===== src/rtl/bch_map_pkg.sv =====
package bch_map_pkg;
   typedef enum logic [1:0] {
      TGT_DATA = 2'd0,
      TGT_ECC  = 2'd1,
      TGT_BAD  = 2'd2
   } tgt_e;

   typedef enum logic [1:0] {
      ST_IDLE = 2'd0,
      ST_RUN  = 2'd1,
      ST_FIN  = 2'd2
   } st_e;
endpackage


===== src/rtl/bch_map_screen.sv =====
module bch_map_screen #(
   parameter int ECC8_BYTES  = 14,
   parameter int ECC16_BYTES = 26,
   localparam int ECCW = ECC16_BYTES * 8
) (
   input  logic            mode_hi,
   input  logic [ECCW-1:0] calc_ecc,
   input  logic [ECCW-1:0] stored_ecc,
   output logic            all_zero,
   output logic            all_ones
);
   logic [ECC16_BYTES-1:0] zero_ok;
   logic [ECC16_BYTES-1:0] ones_ok;

   for (genvar i = 0; i < ECC16_BYTES; i++) begin : g_byte
      if (i < ECC8_BYTES) begin : g_common
         assign zero_ok[i] = (calc_ecc[8*i +: 8] == 8'h00);
         assign ones_ok[i] = (stored_ecc[8*i +: 8] == 8'hFF);
      end else begin : g_wide_only
         assign zero_ok[i] = !mode_hi || (calc_ecc[8*i +: 8] == 8'h00);
         assign ones_ok[i] = !mode_hi || (stored_ecc[8*i +: 8] == 8'hFF);
      end
   end

   assign all_zero = &zero_ok;
   assign all_ones = &ones_ok;
endmodule


===== src/rtl/bch_map_reverse.sv =====
module bch_map_reverse #(
   parameter int ECC8_USED   = 13,
   parameter int ECC16_BYTES = 26,
   localparam int ECCW = ECC16_BYTES * 8
) (
   input  logic            mode_hi,
   input  logic [ECCW-1:0] calc_ecc,
   output logic [ECCW-1:0] ecc_rev
);
   for (genvar i = 0; i < ECC16_BYTES; i++) begin : g_byte
      localparam int SRC_LO = (i < ECC8_USED) ? (ECC8_USED - 1 - i) : i;
      localparam int SRC_HI = ECC16_BYTES - 1 - i;
      assign ecc_rev[8*i +: 8] = mode_hi ? calc_ecc[8*SRC_HI +: 8]
                                         : calc_ecc[8*SRC_LO +: 8];
   end
endmodule


===== src/rtl/bch_map_locate.sv =====
module bch_map_locate
   import bch_map_pkg::*;
#(
   parameter int SECTOR_BYTES = 512,
   parameter int ECC8_USED    = 13,
   parameter int ECC16_BYTES  = 26,
   parameter int POS_W        = 13,
   parameter int BYTE_W       = 10
) (
   input  logic              mode_hi,
   input  logic [POS_W-1:0]  pos,
   output tgt_e              tgt,
   output logic [BYTE_W-1:0] byte_idx,
   output logic [2:0]        bit_idx
);
   localparam logic [31:0] LIM_LO = 32'(SECTOR_BYTES + ECC8_USED);
   localparam logic [31:0] LIM_HI = 32'(SECTOR_BYTES + ECC16_BYTES);
   localparam logic [31:0] SECT   = 32'(SECTOR_BYTES);

   logic [31:0] lim;
   logic [31:0] quot;
   logic [31:0] idx;

   always_comb begin
      lim      = mode_hi ? LIM_HI : LIM_LO;
      quot     = 32'(pos >> 3);
      idx      = lim - 32'd1 - quot;
      bit_idx  = pos[2:0];
      if (quot >= lim) begin
         tgt      = TGT_BAD;
         byte_idx = '0;
      end else if (idx < SECT) begin
         tgt      = TGT_DATA;
         byte_idx = BYTE_W'(idx);
      end else begin
         tgt      = TGT_ECC;
         byte_idx = BYTE_W'(idx - SECT);
      end
   end
endmodule


===== src/rtl/bch_err_mapper.sv =====
module bch_err_mapper
   import bch_map_pkg::*;
#(
   parameter int SECTOR_BYTES = 512,
   parameter int ECC8_BYTES   = 14,
   parameter int ECC8_USED    = 13,
   parameter int ECC16_BYTES  = 26,
   parameter int T8           = 8,
   parameter int T16          = 16,
   parameter int POS_W        = 13,
   localparam int ECCW   = ECC16_BYTES * 8,
   localparam int BYTE_W = $clog2(SECTOR_BYTES + ECC16_BYTES),
   localparam int CNT_W  = $clog2(T16 + 1) + 1
) (
   input  logic              clk,
   input  logic              rst_n,
   input  logic              start,
   input  logic              mode_hi,
   input  logic [ECCW-1:0]   calc_ecc,
   input  logic [ECCW-1:0]   stored_ecc,
   input  logic [CNT_W-1:0]  err_cnt,
   output logic [ECCW-1:0]   ecc_rev,
   input  logic              pos_valid,
   output logic              pos_ready,
   input  logic [POS_W-1:0]  pos,
   output logic              rec_valid,
   output logic [1:0]        rec_tgt,
   output logic [BYTE_W-1:0] rec_byte,
   output logic [2:0]        rec_bit,
   output logic              done,
   output logic              done_err,
   output logic [CNT_W-1:0]  done_cnt,
   output logic              done_nosyn,
   output logic              done_erased
);
   if (ECC8_USED >= ECC8_BYTES || ECC8_BYTES > ECC16_BYTES || T8 > T16 ||
       POS_W < 4 || SECTOR_BYTES < 1) begin : g_bad_cfg
      $error("bch_err_mapper: inconsistent parameters");
   end

   localparam logic [CNT_W-1:0] MAX_LO = CNT_W'(T8);
   localparam logic [CNT_W-1:0] MAX_HI = CNT_W'(T16);

   st_e               st_q;
   logic              mode_q;
   logic [CNT_W-1:0]  cnt_q;
   logic [CNT_W-1:0]  rem_q;
   logic              err_q;
   logic              nosyn_q;
   logic              erased_q;
   logic              rv_q;
   tgt_e              tgt_q;
   logic [BYTE_W-1:0] byte_q;
   logic [2:0]        bit_q;

   logic              scr_zero;
   logic              scr_ones;
   logic              over;
   logic              acc;
   tgt_e              loc_tgt;
   logic [BYTE_W-1:0] loc_byte;
   logic [2:0]        loc_bit;

   bch_map_screen #(
      .ECC8_BYTES (ECC8_BYTES),
      .ECC16_BYTES(ECC16_BYTES)
   ) u_screen (
      .mode_hi   (mode_hi),
      .calc_ecc  (calc_ecc),
      .stored_ecc(stored_ecc),
      .all_zero  (scr_zero),
      .all_ones  (scr_ones)
   );

   bch_map_reverse #(
      .ECC8_USED  (ECC8_USED),
      .ECC16_BYTES(ECC16_BYTES)
   ) u_reverse (
      .mode_hi (mode_hi),
      .calc_ecc(calc_ecc),
      .ecc_rev (ecc_rev)
   );

   bch_map_locate #(
      .SECTOR_BYTES(SECTOR_BYTES),
      .ECC8_USED   (ECC8_USED),
      .ECC16_BYTES (ECC16_BYTES),
      .POS_W       (POS_W),
      .BYTE_W      (BYTE_W)
   ) u_locate (
      .mode_hi (mode_q),
      .pos     (pos),
      .tgt     (loc_tgt),
      .byte_idx(loc_byte),
      .bit_idx (loc_bit)
   );

   assign over      = err_cnt > (mode_hi ? MAX_HI : MAX_LO);
   assign pos_ready = (st_q == ST_RUN);
   assign acc       = pos_valid && pos_ready;

   always_ff @(posedge clk) begin
      if (!rst_n) begin
         st_q     <= ST_IDLE;
         mode_q   <= 1'b0;
         cnt_q    <= '0;
         rem_q    <= '0;
         err_q    <= 1'b0;
         nosyn_q  <= 1'b0;
         erased_q <= 1'b0;
         rv_q     <= 1'b0;
         tgt_q    <= TGT_DATA;
         byte_q   <= '0;
         bit_q    <= '0;
      end else begin
         rv_q <= 1'b0;
         case (st_q)
            ST_IDLE: begin
               if (start) begin
                  mode_q   <= mode_hi;
                  cnt_q    <= err_cnt;
                  rem_q    <= err_cnt;
                  nosyn_q  <= scr_zero;
                  erased_q <= !scr_zero && scr_ones;
                  err_q    <= !scr_zero && !scr_ones && over;
                  if (scr_zero || scr_ones || over || err_cnt == '0)
                     st_q <= ST_FIN;
                  else
                     st_q <= ST_RUN;
               end
            end
            ST_RUN: begin
               if (acc) begin
                  rv_q   <= 1'b1;
                  tgt_q  <= loc_tgt;
                  byte_q <= loc_byte;
                  bit_q  <= loc_bit;
                  rem_q  <= rem_q - 1'b1;
                  if (loc_tgt == TGT_BAD)
                     err_q <= 1'b1;
                  if (rem_q == CNT_W'(1))
                     st_q <= ST_FIN;
               end
            end
            default: st_q <= ST_IDLE;
         endcase
      end
   end

   assign rec_valid   = rv_q;
   assign rec_tgt     = tgt_q;
   assign rec_byte    = byte_q;
   assign rec_bit     = bit_q;
   assign done        = (st_q == ST_FIN);
   assign done_err    = err_q;
   assign done_cnt    = (err_q || nosyn_q || erased_q) ? '0 : cnt_q;
   assign done_nosyn  = nosyn_q;
   assign done_erased = erased_q;
endmodule


===== config.mk =====
export PLATFORM = sky130hd
export DESIGN_NAME = bch_err_mapper
export DESIGN_NICKNAME = d
export VERILOG_FILES = /design/src/rtl/bch_map_pkg.sv /design/src/rtl/bch_map_screen.sv /design/src/rtl/bch_map_reverse.sv /design/src/rtl/bch_map_locate.sv /design/src/rtl/bch_err_mapper.sv
export SDC_FILE = /design/constraint.sdc
export NUM_CORES = 1
export LEC_CHECK = 0
export ABC_CLOCK_PERIOD_IN_PS = 3400
export BUFFER_PORTS_ARGS = -buffer_cell sky130_fd_sc_hd__clkbuf_2
export CORE_AREA = 2 2 261 263
export DETAILED_ROUTE_END_ITERATION = 10
export DIE_AREA = 0 0 263 265
export SYNTH_ARGS = -nofsm -noshare
export SYNTH_HDL_FRONTEND = slang
export SYNTH_SLANG_ARGS = --single-unit

===== constraint.sdc =====
create_clock -name clk -period 3.4 [get_ports clk]
set_clock_uncertainty 0.2 [all_clocks]
set_input_delay 0.34 -clock clk [delete_from_list [all_inputs] [get_ports clk]]
set_output_delay 0.34 -clock clk [all_outputs]
set_load 0.03 [all_outputs]

==> results.md, run 1 <==
* CP max FO at 3
* Final hold violation count at 0
* Die area at 69700 µm²
* HPWL after DPL at 46400 µm
* Crit Path Category: input port to flip-flop
* Area after DPL at 9790 µm²
* Final setup TNS at 0 ps
* Met2 GRT Util at 24.5%
* Initial DRC count at 477
* Initial Util at 7.92%
* F_max at 0.337 GHz
* Flop and latch count out of synthesis at 34
* Worst R2R Start: mode_q
* Critical Path RT at 3370 ps
* Outcome: finished, final reports clean
* Sw Ratio at 49.7%
* Layout cell share with drive strength beyond 1 at 71.8%
* Vias in the first global route at 8410
* Grt ovf at 0
* Antenna-violating nets left at 0
* Mapped Cells at 613
* 1st-pass router iterations at 5
* Synth unique cells at 56
* Post-synthesis sequential area ratio at 12.9%
* Die width at 263 µm
* Clk slew on worst S/H paths at 60 ps
* RSZ-0062 raised after global routing: no
* Final-report setup violation count at 0
* Largest net degree at the start of global routing at 106
* CP max stage delay at 1020 ps
* Layout area overhead at 88.2%
* Pleak at 4.64 nW
* Post-Place Cells at 2147
* Layout Nets at 1735
* Syn Std Cell Area at 5290 µm²
* Total core area at 66800 µm²
* CTS tree: done
* Arrival time worst endpoint at 2940 ps
* Grt met1 use at 15.5%
* Final worst slack at 434 ps
* Clk pwr share at 18.4%
* Min-delay src: pos[1]
* Syn. warnings at 0
* Clk buf depth at 2
* Post-CTS Setup Bufs at 0
* Rows at 95
* Comb power frac at 64.5%
* Num CTS Buffers at 5
* Psw at 1.27 mW
* # clock sinks at 34
* Min Tclk post-route at 2970 ps
* Period utilisation layout at 87.2%
* DRC violations left at 0
* Hold_buf cts at 0
* PwrDens at 256 nW/µm²
* Drt total wl at 51700 µm
* Wire per inst at 24.0 µm
* Clock root buffer master: clkbuf_16
* Setup crit start kind: input port
* Final Non-Filler Cells at 2158
* Max_slew headroom at 20.0%
* CTS H-tree depth at 2
* Crit path max-delay family: simple AND/OR/NAND/NOR gates
* Num ports at 675
* Async SR Flop Fraction at 0%
* I/O Buffers at 674
* Max Cap Viol at 0
* Count of pins over their slew limit at 0
* Worst Hold Class: input port to flip-flop
* Top_reg_cell synth: dfxtp_1
* Pre-CTS setup slack at -290 ps
* Die extent in y at 265 µm
* Post-cts sizing count at 1
* Syn Area/Cell at 8.63 µm²
* Via density at 3.91
* Int Pwr at 1.28 mW
* Initial antenna violation count at 10
* Worst-Margin Slew at 1190 ps
* EDFF count, synth at 0
* Worst path bufs/invs at 1
* Worst hold slack at 94.2 ps
* CP Capture Type: flip-flop
* Worst Setup SP: calc_ecc[121]
* Sequential power share at 17.1%
* Clk_lat worst skew at 280 ps
* Syn Nets at 1067
* First-pass GRT wire length at 67400 µm
* Via count at 8446
* Design Area, Final at 9950 µm²
* Gpl congestion at 0.981
* Busiest layer in global routing: met2
* CP cell instances: clkbuf_2 > nor4_1 > nand4_1 > nor4_2 > a21oi_1 > a2bb2oi_1 > o21ba_2
* GR Util All Layers at 13.9%
* Worst ir drop on vdd at 0.143 mV
* GRT met3 Usage at 2.92%
* Slowest stage cell, crit path: nor4_1
registers in the layout (all words and copies together) (netlist names):
name	cells
rec_valid	1
rem_q	6
done_nosyn	1
rec_tgt	2
rec_bit	3
st_q	2
done_erased	1
done_err	1
cnt_q	6
mode_q	1
rec_byte	10
per-stage QoR:
stage / power [mW] / utilization [%]
floorplan: 1.30 / -
global placement: 2.09 / 14.7
detailed placement: 2.08 / 14.7
CTS: 2.56 / 14.9
global route: 2.66 / 14.9
finish: 2.55 / 14.9
cell families (layout without fill, tap and decap cells):
group | Yosys count | in the layout | synth area share (%)
adders and majority gates | 14 | 14 | 3.45
muxes | 208 | 208 | 44.3
AOI/OAI and AO/OA | 68 | 68 | 9.41
buffers and inverters | 52 | 721 | 4.38
DFF | 34 | 34 | 12.9
other | 0 | 3 | 0
xor gates and xnor gates | 4 | 4 | 0.662
and+or+nand+nor | 233 | 233 | 25.0
path summary, 6_finish.rpt:
| kind | endpoint | slack [ps] | depth (start not counted) |
|---|---|---|---|
| max | st_q[0] | 430 | 7 |
| min | rec_bit[1] | 90 | 3 |
| max reg2reg | rec_byte[9] | 510 | 10 |
| min reg2reg | rec_byte[5] | 250 | 2 |
routing by layer:
metal  vias to the layer above  routed length (µm)
li1                       3788                   -
met1                      3948               19800
met2                       592               24500
met3                       116                3800
met4                         2                3650
met5                         -                   8
worst reg2reg max path, delay by kind of cell (launching register included):
family	cells	cell delay (ps)
AO/OA/AOI/OAI	4	860
flip-flops	1	450
AND/OR/NAND/NOR	1	320
buffers and inverters	3	290
adder cells (fa/ha/maj)	2	670
area by class of cell:
type / instances / area (µm²)
Multi-Input combinational cell: 527 / 4400
Timing Repair Buffer: 694 / 3560
Sequential cell: 34 / 681
Tap cell: 873 / 1090
Fill cell: 7700 / 56800
Clock inverter: 1 / 5.00
Clock buffer: 7 / 143
Inverter: 19 / 71.3
Antenna cell: 3 / 7.51
power by group through the flow:
stage                     logic (mW)  registers, mW  clock network (mW)
after floorplan                0.850          0.450                   0
after global placement          1.64          0.443                   0
after detailed placement        1.64          0.444                   0
after CTS                       1.64          0.435               0.480
after global routing            1.73          0.438               0.500
final                           1.64          0.435               0.468
cell usage in the layout (no fill, tap or decap), types with 3 or more instances in the layout:
| cell type | synthesis | layout |
|---|---|---|
| nand3_1 | 8 | 8 |
| a21oi_1 | 9 | 9 |
| nor3_1 | 7 | 7 |
| diode_2 | 0 | 3 |
| a21boi_1 | 7 | 7 |
| and2_1 | 12 | 12 |
| nor2b_1 | 4 | 4 |
| mux2_2 | 208 | 208 |
| dfxtp_1 | 34 | 34 |
| xor2_1 | 3 | 3 |
| ha_1 | 13 | 13 |
| clkbuf_2 | 0 | 673 |
| nor2_1 | 16 | 16 |
| a21boi_0 | 10 | 10 |
| o31ai_1 | 4 | 4 |
| nand4_1 | 68 | 68 |
| nand2b_1 | 3 | 3 |
| buf_4 | 0 | 18 |
| a22oi_1 | 3 | 3 |
| o21ai_0 | 13 | 13 |
| nor4_2 | 0 | 3 |
| nand2_1 | 38 | 38 |
| inv_1 | 18 | 18 |
| clkbuf_16 | 0 | 5 |
| nor4_1 | 68 | 65 |
synth_stat cells (all sizes together), types with 4 or more instances:
| cell | count | share of area, % |
|---|---|---|
| nand3 | 8 | 0.76 |
| nor2b | 4 | 0.47 |
| nor4 | 68 | 8.0 |
| nor3 | 8 | 0.85 |
| a21boi | 17 | 2.4 |
| o31ai | 4 | 0.57 |
| dfxtp | 34 | 13 |
| o21ai | 14 | 1.4 |
| clkbuf | 29 | 2.4 |
| nand4 | 68 | 8.0 |
| nand2 | 38 | 2.7 |
| mux2 | 208 | 44 |
| ha | 13 | 3.1 |
| buf | 4 | 0.59 |
| a21oi | 10 | 1.0 |
| and2 | 13 | 1.6 |
| nor2 | 16 | 1.1 |
| inv | 18 | 1.3 |
Note: power is estimated with default switching activity, not from simulation.
==> run 2, diff against run 1 <==
--- a/config.mk
+++ b/config.mk
@@ -7,9 +7,10 @@
 export LEC_CHECK = 0
 export ABC_CLOCK_PERIOD_IN_PS = 3400
 export BUFFER_PORTS_ARGS = -buffer_cell sky130_fd_sc_hd__clkbuf_2
-export CORE_AREA = 2 2 261 263
+export CORE_AREA = 2 2 260 262
 export DETAILED_ROUTE_END_ITERATION = 10
-export DIE_AREA = 0 0 263 265
+export DIE_AREA = 0 0 262 264
 export SYNTH_ARGS = -nofsm -noshare
 export SYNTH_HDL_FRONTEND = slang
+export SYNTH_HIERARCHICAL = 1
 export SYNTH_SLANG_ARGS = --single-unit
==> constraint.sdc (replaced) <==
create_clock -name clk -period 3.4 [get_ports clk]
set_clock_uncertainty 0.2 [all_clocks]
set_input_delay 0.17 -clock clk [delete_from_list [all_inputs] [get_ports clk]]
set_output_delay 0.17 -clock clk [all_outputs]
set_load 0.03 [all_outputs]
==> results.md, run 2 <==
* Num CTS Buffers at 5
* Top post-synthesis cells by count: mux2_2, mux2_4, nand4_1
* Routed wl met3 at 3300 µm
* I/O Buffers at 674
* Syn Nets at 1086
* EDFF count, synth at 0
* Setup crit start kind: input port
* Layout cell share with drive strength beyond 1 at 70.4%
* Synth unique cells at 60
* Pleak at 5.12 nW
* Mapped Cells at 634
* Worst ir drop on vdd at 0.162 mV
* F_max at 0.318 GHz
* DRC violations left at 0
* Met1 WL at 19300 µm
* HPWL after DPL at 43600 µm
* RSZ-0062 raised after global routing: no
* Slowest stage cell, crit path: nor4_1
* Crit Path Category: input port to flip-flop
* CTS H-tree depth at 2
* Initial Util at 8.85%
* FF-to-FF setup slack at 540 ps
* Layout Nets at 1757
* Via count at 8466
* Sw Ratio at 48.2%
* Top routing layer in use: met4
* Grt ovf at 0
* Psw at 1.33 mW
* CP Capture Type: flip-flop
* Antenna-violating nets left at 0
* Max_slew headroom at 41.3%
* CP max FO at 4
* Area leader, netlist: mux2_4
* Most common cell in the netlist: mux2_2
* Flop and latch count out of synthesis at 34
* Worst Reg-to-Reg Cells at 10
* Die extent in y at 264 µm
* Max reg flops at 10
* Worst-Margin Slew at 872 ps
* Worst Hold Class: input port to flip-flop
* Initial DRC count at 461
* Clk pwr share at 19.3%
* Syn Std Cell Area at 5890 µm²
* Fin util at 15.8%
* # clock sinks at 34
* Most frequent cells in the layout: clkbuf_2, mux2_2, mux2_4
* Wire per inst at 22.3 µm
* Worst R2R Start: mode_q
* Via density at 3.88
* Gpl congestion at 0.973
* Reg-to-Reg End: done_err
* Crit path max-delay family: simple AND/OR/NAND/NOR gates
* Min Tclk post-route at 3150 ps
* Max Cap Viol at 0
* Worst hold slack at -3.39 ps
* Yosys top cell area share at 25.7%
* Arrival time worst endpoint at 3170 ps
* Die width at 262 µm
* Initial antenna violation count at 4
* 1st-pass router iterations at 5
* Final setup TNS at 0 ps
* Outcome: finished with violations
* Sequential power share at 16.3%
* Clk slew on worst S/H paths at 60 ps
* GR Util All Layers at 13.1%
* First-pass GRT wire length at 63500 µm
* Critical Path RT at 3430 ps
* Syn. warnings at 6
* Min-delay src: err_cnt[0]
* Post-CTS Setup Bufs at 0
* Num ports at 675
* Final Non-Filler Cells at 2182
* Clk buf depth at 2
* Final hold violation count at 1
* Drt total wl at 48700 µm
* Async SR Flop Fraction at 0%
* Post-Place Cells at 2163
* CP max stage delay at 600 ps
* Failing checks: hold timing
* Clk_lat worst skew at 290 ps
* Period utilisation layout at 92.5%
* Comb power frac at 64.4%
* PwrDens at 263 nW/µm²
* Layout area overhead at 78.5%
* Vias in the first global route at 8537
* Post-synthesis sequential area ratio at 11.6%
* Synth area leaders: mux2_4, mux2_2, dfxtp_1
* Clock root buffer master: clkbuf_16
* Int Pwr at 1.43 mW
* Hold path endpoint: cnt_q[0]
* Total core area at 66600 µm²
* Die area at 69200 µm²
* Met2 wire len at 23300 µm
* Most used cell, CP: and3_1
* Syn Area/Cell at 9.29 µm²
* Rows at 95
* Largest net degree at the start of global routing at 73
* Top_reg_cell synth: dfxtp_1
* WHS Path Cells at 3
* Commonest non-fill, non-tap cell in the layout: clkbuf_2
* CTS tree: done
* Final-report setup violation count at 0
* Count of pins over their slew limit at 0
* Worst path bufs/invs at 2
* CP cell instances: clkbuf_2 > nor4_1 > nand4_1 > or4_1 > o31ai_1 > and3_1 > buf_12 > nor2_1 > o311a_1 > a32oi_1 > and3_1
run 2: cell count changes in the layout (fill, tap and decap cells not counted), moves of 16 or more:
cell      delta
nand2_1     +16
a21boi_1    +18
mux2_2     -101
mux2_4     +101
run 2: repair_timing:
action / 4_1_cts / 5_1_grt
gates resized for setup: 0 / 0
hold buffers: 8 / 0
hold endpoints to repair: 8 / 0
run 2: power by group through the flow:
stage               Combinational [mW]  Clock [mW]  Sequential [mW]
finish                            1.78       0.534            0.452
global route                      1.88       0.566            0.456
CTS                               1.79       0.548            0.451
detailed placement                1.77           0            0.460
global placement                  1.78           0            0.459
floorplan                        0.979           0            0.469
run 2: final cells by class:
type / count / area, µm²
Multi-Input combinational cell: 549 / 4870
Timing Repair Buffer: 700 / 3640
Tap cell: 873 / 1090
Clock inverter: 3 / 45.0
Clock buffer: 5 / 125
Fill cell: 7564 / 56000
Antenna cell: 3 / 7.51
Sequential cell: 34 / 681
Inverter: 15 / 56.3
run 2: per-stage QoR:
| stage | instance area (µm²) | worst slack [ps] | hold WS (ps) | power, mW |
|---|---|---|---|---|
| floorplan | 5890 | 896 | 105 | 1.45 |
| global placement | 10300 | 67.0 | 201 | 2.23 |
| detailed placement | 10300 | 61.8 | 212 | 2.23 |
| CTS | 10500 | 342 | 2.98 | 2.79 |
| global route | 10500 | 223 | 17.3 | 2.90 |
| finish | 10500 | 255 | -3.39 | 2.77 |
run 2: worst reg2reg max path: stages, from the launching register on:
cell and delay (ps):
dfxtp_1 370, inv_1 130, ha_1 420, nor4bb_1 300, a211oi_1 140, or3_2 430
a22oi_1 280, nand4b_1 160, a21oi_1 80, o21ai_0 170, a21oi_1 50
run 2: layer usage:
metal / GRT usage (%) / up-vias
met5: 0 / -
met4: 6.90 / 0
met3: 1.95 / 75
met2: 23.2 / 583
met1: 15.1 / 3940
li1: - / 3868
run 2: worst max path at each step:
stage | start | to | slack, ps | cells past startpoint
after global placement | calc_ecc[173] | st_q[1] | 70 | 11
after global routing | calc_ecc[147] | st_q[1] | 220 | 11
after CTS | calc_ecc[173] | st_q[1] | 340 | 11
final | calc_ecc[120] | st_q[1] | 250 | 11
after detailed placement | calc_ecc[197] | st_q[1] | 60 | 11
after floorplan | mode_q | done_err | 900 | 10
run 2: cells by family (layout without fill, tap and decap cells):
| family | after synthesis | after routing | share of synthesized area (%) |
|---|---|---|---|
| and+or+nand+nor | 250 | 250 | 24.2 |
| muxes | 208 | 208 | 46.2 |
| AOI/OAI and AO/OA | 75 | 75 | 9.15 |
| buffers and inverters | 51 | 723 | 5.75 |
| DFF | 34 | 34 | 11.6 |
| adders and majority gates | 12 | 12 | 2.55 |
| xor gates and xnor gates | 4 | 4 | 0.595 |
| other | 0 | 3 | 0 |
==> run 3, diff against run 2 <==
--- a/config.mk
+++ b/config.mk
@@ -5,9 +5,10 @@
 export SDC_FILE = /design/constraint.sdc
 export NUM_CORES = 1
 export LEC_CHECK = 0
-export ABC_CLOCK_PERIOD_IN_PS = 3400
+export ABC_CLOCK_PERIOD_IN_PS = 3100
 export BUFFER_PORTS_ARGS = -buffer_cell sky130_fd_sc_hd__clkbuf_2
 export CORE_AREA = 2 2 260 262
+export CTS_CLUSTER_DIAMETER = 60
 export DETAILED_ROUTE_END_ITERATION = 10
 export DIE_AREA = 0 0 262 264
 export SYNTH_ARGS = -nofsm -noshare
==> constraint.sdc (replaced) <==
create_clock -name clk -period 3.1 [get_ports clk]
set_clock_uncertainty 0.2 [all_clocks]
set_input_delay 0.155 -clock clk [delete_from_list [all_inputs] [get_ports clk]]
set_output_delay 0.155 -clock clk [all_outputs]
set_load 0.03 [all_outputs]
==> results.md, run 3 (synthesized netlist as in run 2, its figures left out) <==
* Critical path endpoint: st_q[1]
* Sequential power share at 15.9%
* Max reg flops at 10
* Max Cap Viol at 0
* Final-report setup violation count at 0
* CP max FO at 3
* Max_slew headroom at 51.3%
* Initial Util at 8.85%
* Largest net degree at the start of global routing at 63
* Sw Ratio at 46.7%
* PwrDens at 293 nW/µm²
* Most frequent cells in the layout: clkbuf_2, mux2_2, mux2_4
* Initial DRC count at 389
* Critical Path RT at 3120 ps
* Slowest stage cell, crit path: nor4_1
* DRC violations left at 0
* I/O Buffers at 674
* Int Pwr at 1.66 mW
* Count of pins over their slew limit at 0
* Area after DPL at 10300 µm²
* Crit Path Category: input port to flip-flop
* Fin util at 16.0%
* Wire per inst at 22.3 µm
* Pre-CTS setup slack at -355 ps
* Worst Reg-to-Reg Cells at 10
* Reg-to-Reg End: done_err
* Initial antenna violation count at 3
* Worst path bufs/invs at 2
* Design Area, Final at 10600 µm²
* Clock root buffer master: clkbuf_16
* CP Capture Type: flip-flop
* Clk_lat worst skew at 280 ps
* Via density at 3.85
* Most used cell, CP: and3_1
* Psw at 1.46 mW
* FF-to-FF setup slack at 390 ps
* Min Tclk post-route at 2950 ps
* Worst-Margin Slew at 724 ps
* Layout Nets at 1769
* Worst ir drop on vdd at 0.196 mV
* 1st-pass router iterations at 4
* Gpl congestion at 0.986
* Final worst slack at 152 ps
* Die extent in y at 264 µm
* # clock sinks at 34
* Final Non-Filler Cells at 2193
* RSZ-0062 raised after global routing: no
* Setup crit start kind: input port
* Outcome: finished with violations
* Worst R2R Start: mode_q
* Worst hold slack at -10.3 ps
* Rows at 95
* Drt total wl at 48800 µm
* Die width at 262 µm
* Num CTS Buffers at 5
* Total core area at 66600 µm²
* Vias in the first global route at 8501
* Post-Place Cells at 2174
* CP cell instances: clkbuf_2 > nor4_1 > nand4_1 > or4_1 > o31ai_1 > and3_1 > buf_12 > nor2_1 > o311a_1 > a32oi_1 > and3_1
* Worst Hold Class: input port to flip-flop
* Pleak at 5.20 nW
* Crit path max-delay family: simple AND/OR/NAND/NOR gates
* Via count at 8450
* Arrival time worst endpoint at 2970 ps
* Clk buf depth at 2
* CP max stage delay at 640 ps
* First-pass GRT wire length at 63900 µm
* Period utilisation layout at 95.1%
* Worst path depth at 11
* Filler cells at 7622
* Die area at 69200 µm²
* Final hold violation count at 1
* F_max at 0.339 GHz
* Layout area overhead at 80.7%
* Clk pwr share at 21.2%
* CTS H-tree depth at 2
* Grt ovf at 0
* Comb power frac at 63.0%
* Worst Setup SP: calc_ecc[119]
* Clk slew on worst S/H paths at 60 ps
* Commonest non-fill, non-tap cell in the layout: clkbuf_2
* Num ports at 675
* Antenna-violating nets left at 0
* GR Util All Layers at 13.2%
* HPWL after DPL at 43800 µm
* CTS tree: done
* Failing checks: hold timing
* Layout cell share with drive strength beyond 1 at 70.9%
==> run 3: per-layer routing <==
metal / GRT usage (%) / vias up / share of wire [%] / routed length [µm]
li1: - / 3880 / - / -
met1: 15.0 / 3919 / 39 / 19100
met2: 23.4 / 569 / 48 / 23500
met3: 2.07 / 82 / 7.0 / 3410
met4: 6.76 / 0 / 5.9 / 2860
met5: 0 / - / 0 / 0
==> run 3: what timing repair did <==
| action | CTS | global route |
|---|---|---|
| resized for setup | 2 | 1 |
| endpoints found under the setup margin | 2 | 2 |
| endpoints found under the hold margin | 9 | 0 |
| buffers inserted | 0 | 0 |
| hold buffers | 9 | 0 |
==> run 3: area by class of cell <==
class | instances | area, µm² | share of cell area [%]
Inverter | 15 | 56.3 | 0.529
Antenna cell | 2 | 5.00 | 0.0470
Tap cell | 873 | 1090 | 10.3
Sequential cell | 34 | 681 | 6.39
Clock buffer | 5 | 125 | 1.18
Clock inverter | 3 | 68.8 | 0.646
Timing Repair Buffer | 712 | 3730 | 35.0
Multi-Input combinational cell | 549 | 4890 | 45.9
==> run 3: stage by stage <==
stage                     TNS, ps  power, mW
after floorplan                 0       1.59
after global placement      -1040       2.46
after detailed placement    -1070       2.46
after CTS                       0       3.15
after global routing            0       3.27
final                           0       3.12
==> run 3: worst min-delay path by stage <==
| stage | startpoint | to | slack [ps] | depth (start not counted) |
|---|---|---|---|---|
| after floorplan | err_cnt[0] | cnt_q[0] | 90 | 2 |
| after global placement | pos[0] | rec_bit[0] | 180 | 3 |
| final | err_cnt[0] | cnt_q[0] | -10 | 3 |
| after global routing | err_cnt[0] | cnt_q[0] | 40 | 3 |
| after detailed placement | pos[1] | rec_bit[1] | 190 | 3 |
| after CTS | err_cnt[0] | cnt_q[0] | 2 | 3 |
==> run 3: worst reg2reg max path, stage by stage (launching register included) <==
cell and delay [ps]:
dfxtp_1 380, inv_1 140, ha_1 380, nor4bb_1 250
a211oi_1 100, or3_2 420, a22oi_1 280, nand4b_1 160
a21oi_1 80, o21ai_0 140, a21oi_1 50
==> run 3: power groups by stage <==
stage	registers, mW	logic, mW	clock network (mW)
3_3_place_gp	0.504	1.96	0
5_1_grt	0.500	2.07	0.696
4_1_cts	0.495	1.98	0.682
2_1_floorplan	0.514	1.07	0
3_5_place_dp	0.504	1.96	0
6_report	0.496	1.97	0.661
